**src/rtl/rgmii_rx_pkg.sv**
```systemverilog
package rgmii_rx_pkg;
  parameter int NIBBLE_W = 4;
  localparam int BYTE_W = 2 * NIBBLE_W;

  typedef struct packed {
    logic clear;
    logic load;
  } dpStrobe_t;
endpackage

```
**src/rtl/rgmii_rx_datapath.sv**
```systemverilog
module rgmii_rx_datapath
  import rgmii_rx_pkg::*;
#(
  parameter int NW = NIBBLE_W,
  localparam int BW = 2 * NW
) (
  input  logic          rxClk,
  input  dpStrobe_t     strb,
  input  logic [NW-1:0] rxd,
  output logic          allOnesNext,
  output logic [BW-1:0] rxByte
);
  logic [NW-1:0] loQ;
  logic [NW-1:0] hiQ;
  logic [BW-1:0] byteNext;

  for (genvar b = 0; b < NW; b++) begin : g_lane
    always_ff @(posedge rxClk) begin
      if (strb.clear) loQ[b] <= 1'b0;
      else            loQ[b] <= rxd[b];
    end
    always_ff @(negedge rxClk) begin
      if (strb.clear) hiQ[b] <= 1'b0;
      else            hiQ[b] <= rxd[b];
    end
    assign byteNext[b]      = loQ[b];
    assign byteNext[b + NW] = hiQ[b];
  end

  assign allOnesNext = &byteNext;

  always_ff @(posedge rxClk) begin
    if (strb.clear)     rxByte <= '0;
    else if (strb.load) rxByte <= byteNext;
  end

  // upper half of the byte comes from the falling-edge capture
  a_r2_high_from_fall: assert property (@(posedge rxClk) disable iff (strb.clear)
    strb.load |=> rxByte[BW-1:NW] == $past(hiQ));
  // lower half from the rising-edge capture
  a_r2_low_from_rise: assert property (@(posedge rxClk) disable iff (strb.clear)
    strb.load |=> rxByte[NW-1:0] == $past(loQ));
endmodule

```
**src/rtl/rgmii_rx_control.sv**
```systemverilog
module rgmii_rx_control
  import rgmii_rx_pkg::*;
(
  input  logic      rxClk,
  input  logic      rxRst,
  input  logic      rxCtl,
  input  logic      allOnesNext,
  output dpStrobe_t strb,
  output logic      rxValid,
  output logic      rxErr,
  output logic      rxCrs
);
  logic ctlRiseQ;
  logic ctlFallQ;
  logic errNext;
  logic crsNext;

  assign strb.clear = rxRst;
  assign strb.load  = ~rxRst;

  always_ff @(posedge rxClk) begin
    if (rxRst) ctlRiseQ <= 1'b0;
    else       ctlRiseQ <= rxCtl;
  end

  always_ff @(negedge rxClk) begin
    if (rxRst) ctlFallQ <= 1'b0;
    else       ctlFallQ <= rxCtl;
  end

  always_comb begin
    errNext = ctlRiseQ ^ ctlFallQ;
    crsNext = ctlRiseQ | (~ctlRiseQ & errNext & allOnesNext);
  end

  always_ff @(posedge rxClk) begin
    if (rxRst) begin
      rxValid <= 1'b0;
      rxErr   <= 1'b0;
      rxCrs   <= 1'b0;
    end else begin
      rxValid <= ctlRiseQ;
      rxErr   <= errNext;
      rxCrs   <= crsNext;
    end
  end

  // valid follows the rising-edge control sample one cycle later
  a_r4_valid_from_rise: assert property (@(posedge rxClk) disable iff (rxRst)
    strb.load |=> rxValid == $past(ctlRiseQ));
  // error is set when the two control halves disagree
  a_r5_err_from_mismatch: assert property (@(posedge rxClk) disable iff (rxRst)
    strb.load |=> rxErr == ($past(ctlRiseQ) != $past(ctlFallQ)));
  // valid always implies carrier
  a_r6_valid_gives_crs: assert property (@(posedge rxClk) disable iff (rxRst)
    rxValid |-> rxCrs);
  // carrier without valid needs an error
  a_r8_crs_needs_cause: assert property (@(posedge rxClk) disable iff (rxRst)
    (rxCrs && !rxValid) |-> rxErr);
endmodule

```
**src/rtl/rgmii_rx_deser.sv**
```systemverilog
module rgmii_rx_deser
  import rgmii_rx_pkg::*;
(
  input  logic                rxClk,
  input  logic                rxRst,
  input  logic [NIBBLE_W-1:0] rxd,
  input  logic                rxCtl,
  output logic [BYTE_W-1:0]   rxByte,
  output logic                rxValid,
  output logic                rxErr,
  output logic                rxCrs
);
  dpStrobe_t strb;
  logic      allOnesNext;

  rgmii_rx_control u_ctrl (
    .rxClk      (rxClk),
    .rxRst      (rxRst),
    .rxCtl      (rxCtl),
    .allOnesNext(allOnesNext),
    .strb       (strb),
    .rxValid    (rxValid),
    .rxErr      (rxErr),
    .rxCrs      (rxCrs)
  );

  rgmii_rx_datapath #(.NW(NIBBLE_W)) u_dp (
    .rxClk      (rxClk),
    .strb       (strb),
    .rxd        (rxd),
    .allOnesNext(allOnesNext),
    .rxByte     (rxByte)
  );

  // reset leaves every output at zero
  a_r1_reset_clears: assert property (@(posedge rxClk)
    rxRst |=> (rxByte == '0 && !rxValid && !rxErr && !rxCrs));
  // carrier from an error alone requires an all-ones byte
  a_r7_false_carrier_byte: assert property (@(posedge rxClk) disable iff (rxRst)
    (rxCrs && !rxValid) |-> (&rxByte));
endmodule

```
**config.mk**
```make
export PLATFORM = sky130hd
export DESIGN_NAME = rgmii_rx_deser
export DESIGN_NICKNAME = d
export VERILOG_FILES = /design/src/rtl/rgmii_rx_pkg.sv /design/src/rtl/rgmii_rx_datapath.sv /design/src/rtl/rgmii_rx_control.sv /design/src/rtl/rgmii_rx_deser.sv
export SDC_FILE = /design/constraint.sdc
export NUM_CORES = 1
export LEC_CHECK = 0
export BUFFER_PORTS_ARGS = -buffer_cell sky130_fd_sc_hd__buf_4
export CAP_MARGIN = 25
export CORE_AREA = 2 2 39 41
export CTS_CLUSTER_DIAMETER = 100
export CTS_CLUSTER_SIZE = 40
export DETAILED_ROUTE_END_ITERATION = 16
export DIE_AREA = 0 0 41 43
export PLACE_DENSITY = 0.68
export SYNTH_ARGS = -nofsm -noshare
export SYNTH_HDL_FRONTEND = slang
export SYNTH_SLANG_ARGS = --single-unit
export TNS_END_PERCENT = 20
```
**constraint.sdc**
```tcl
create_clock -name rxClk -period 2.8 [get_ports rxClk]
set_input_delay 0 -clock rxClk [delete_from_list [all_inputs] [get_ports rxClk]]
set_output_delay 0 -clock rxClk [all_outputs]
set_load 0.02 [all_outputs]
```
==> impl_results.md <==
- Setup Total Neg Slack: 0 ns
- Tot GR Track Use: 0.117
- Outcome: complete, no violations
- Largest family of logic cells by synthesized area: simple AND/OR/NAND/NOR gates
- Worst Skew: 0.0614 ns
- Initial drt markers: 0
- Crit path launch type: register
- CP max FO: 1
- CP Data Required Time: 3.00 ns
- Vias in the first global route: 337
- Syn avg cell area: 13.2 sq um
- # rows: 14
- Synthesized instance count: 43
- Hold Crit Depth: 1
- Vias per cell: 4.06
- Top_reg_cell synth: dfxtp_1
- Final hold violation count: 0
- Routed Antenna Nets: 0
- First-pass GRT wire length: 1.32 mm
- Syn Std Cell Area: 566 sq um
- Pwr Density: 712 nW/um^2
- Die area: 1760 sq um
- Async set-or-reset flop fraction in the synthesized netlist: 0
- Fraction of layout cells with a size suffix above 1: 0.273
- Chip Width: 41 um
- Post-synthesis simple-gate area fraction: 0.192
- Routed vias: 378
- Initial antenna violation count: 0
- DR pass1 iterations: 1
- VDD IR-drop max: 365 uV
- Final setup viols: 0
- Clock Path Buffers: 2
- Cts bufs inserted: 3
- Area Overhead vs Synth: 54.4%
- Number of flops mapped to enable cells by yosys: 0
- Synth Area in Adders: 0.0221
- Largest area contributor in the synthesized netlist: dfxtp_1
- Yosys top cell area share: 0.743
- Compound-gate portion of the synthesized area: 0.0155
- Reg clk slew, reported paths: 0.12 ns
- Mux cell area share after synthesis: 0
- Htree depth: 1
- Antenna cells: 0
- Clk root buf: clkbuf_4
- DRC viols: 0
- Slew of the pin with the lowest slew margin: 0.149 ns
- Placed cell areas: 706 sq um
- Post-synth cell types: 8
- Reg2Reg Depth: 3
- Max-Cap Viols: 0
- CTS tree: done
- Top post-synthesis cells by area: dfxtp_1 74%, nor2b_1 15%, and4_1 3.1%
- Worst Hold Class: register to register
- Max-slew violations: 0
- Crit. End Element: register
- Clock insertion delay at the later pin of the skew report: 0.35 ns
- WL/cell: 8.70 um
- Slew margin rel.: 0.901
- Post-Syn Nets: 51
- Setup CP Type: register to register
- Register bit total from synthesis: 21
- Remaining Overflow, GRT: 0
- Clk sink count: 21
- WL final: 809 um
- Layout Cell Area excl Fill: 873 sq um
- Sequential area share after synthesis: 0.743
- RePlAce Congestion: 0.636
- Yosys Warn Count: 0
- Count leader, synth: dfxtp_1
- Xor/xnor cell area share of the yosys netlist: 0
- Initial Util: 0.409
- Synth top cells by count: 21 x dfxtp_1, 14 x nor2b_1, 2 x and4_1, 2 x inv_1
- Placeable core region: 1380 sq um
- Vert. Die Dim: 43 um
- Worst Path Arrival: 2.61 ns
- Ports: 18
- PortBufs: 17
- Total Nets Final: 86
- RSZ-0062 raised after global routing: no
- Static Leak: 0.000415 uW
- Largest net degree at the start of global routing: 16
[layer usage]
metal,vias up,GRT usage,routed length [um]
li1,202,-,-
met1,161,0.131,343
met2,13,0.163,396
met3,2,0.0471,54
met4,0,0.100,14
met5,-,0,0
[critical path: stages, from the launching register on]
cell     delay [ns]
dfxtp_1        0.29
ha_1           0.18
and4_1         0.19
a31o_1         0.20
[logic make-up after synthesis]
family	after synthesis
fa+ha+maj	1
simple gates	17
buf+inv	3
flops	21
compound gates	1
[final timing paths]
kind	start	to	slack [ns]
hold / removal	u_dp.byteNext[1]	u_dp.rxByte[1]	0.47
hold reg to reg	u_dp.byteNext[1]	u_dp.rxByte[1]	0.47
setup / recovery	u_ctrl.ctlFallQ	u_ctrl.rxCrs	0.39
setup reg to reg	u_ctrl.ctlFallQ	u_ctrl.rxCrs	0.39
[sequential cells by signal, summed over array words and instances (netlist names)]
name / flops
u_dp.rxByte: 8
u_dp.byteNext: 8
u_ctrl.ctlFallQ: 1
u_ctrl.ctlRiseQ: 1
u_ctrl.rxErr: 1
u_ctrl.rxValid: 1
u_ctrl.rxCrs: 1
[metrics by stage]
| step | setup slack, ns | std cells | util | hold slack (ns) | total power, uW |
|---|---|---|---|---|---|
| after floorplan | 0.456 | 43 | - | 0.0716 | 356 |
| after global placement | 0.448 | 75 | 0.510 | 0.244 | 375 |
| after detailed placement | 0.427 | 75 | 0.510 | 0.256 | 375 |
| after CTS | 0.385 | 93 | 0.631 | 0.469 | 629 |
| after global routing | 0.343 | 93 | 0.631 | 0.483 | 657 |
| final | 0.389 | 93 | 0.631 | 0.467 | 622 |
[cells in the final DEF, fill, tap and decap left out]
cell / n
a31o_1: 1
and4_1: 2
buf_4: 17
bufinv_16: 1
clkbuf_4: 3
dfxtp_1: 21
dlygate4sd3_1: 10
ha_1: 1
inv_1: 6
nor2_1: 1
nor2b_1: 14
[final cells by class]
class                           instances  area, sq um
Timing Repair Buffer                   27          228
Clock inverter                          6         48.8
Multi-Input combinational cell         19          130
Sequential cell                        21          420
Fill cell                             117          510
Tap cell                               16         20.0
Inverter                                1         3.75
Clock buffer                            3         22.5
[report_power, final]
group | internal (uW) | leakage [uW] | total, uW | switching (uW)
Combinational | 28.2 | 0.000187 | 48.1 | 19.8
Sequential | 314 | 0.000174 | 318 | 4.38
Clock | 154 | 0.0000546 | 256 | 102
Total | 496 | 0.000415 | 622 | 126
[timing repair]
item,CTS,global route
hold buffers,10,0
buffers inserted,0,0
endpoints found under the hold margin,15,0
resized for setup,0,0
No activity file was read; power rests on OpenSTA's default activity.
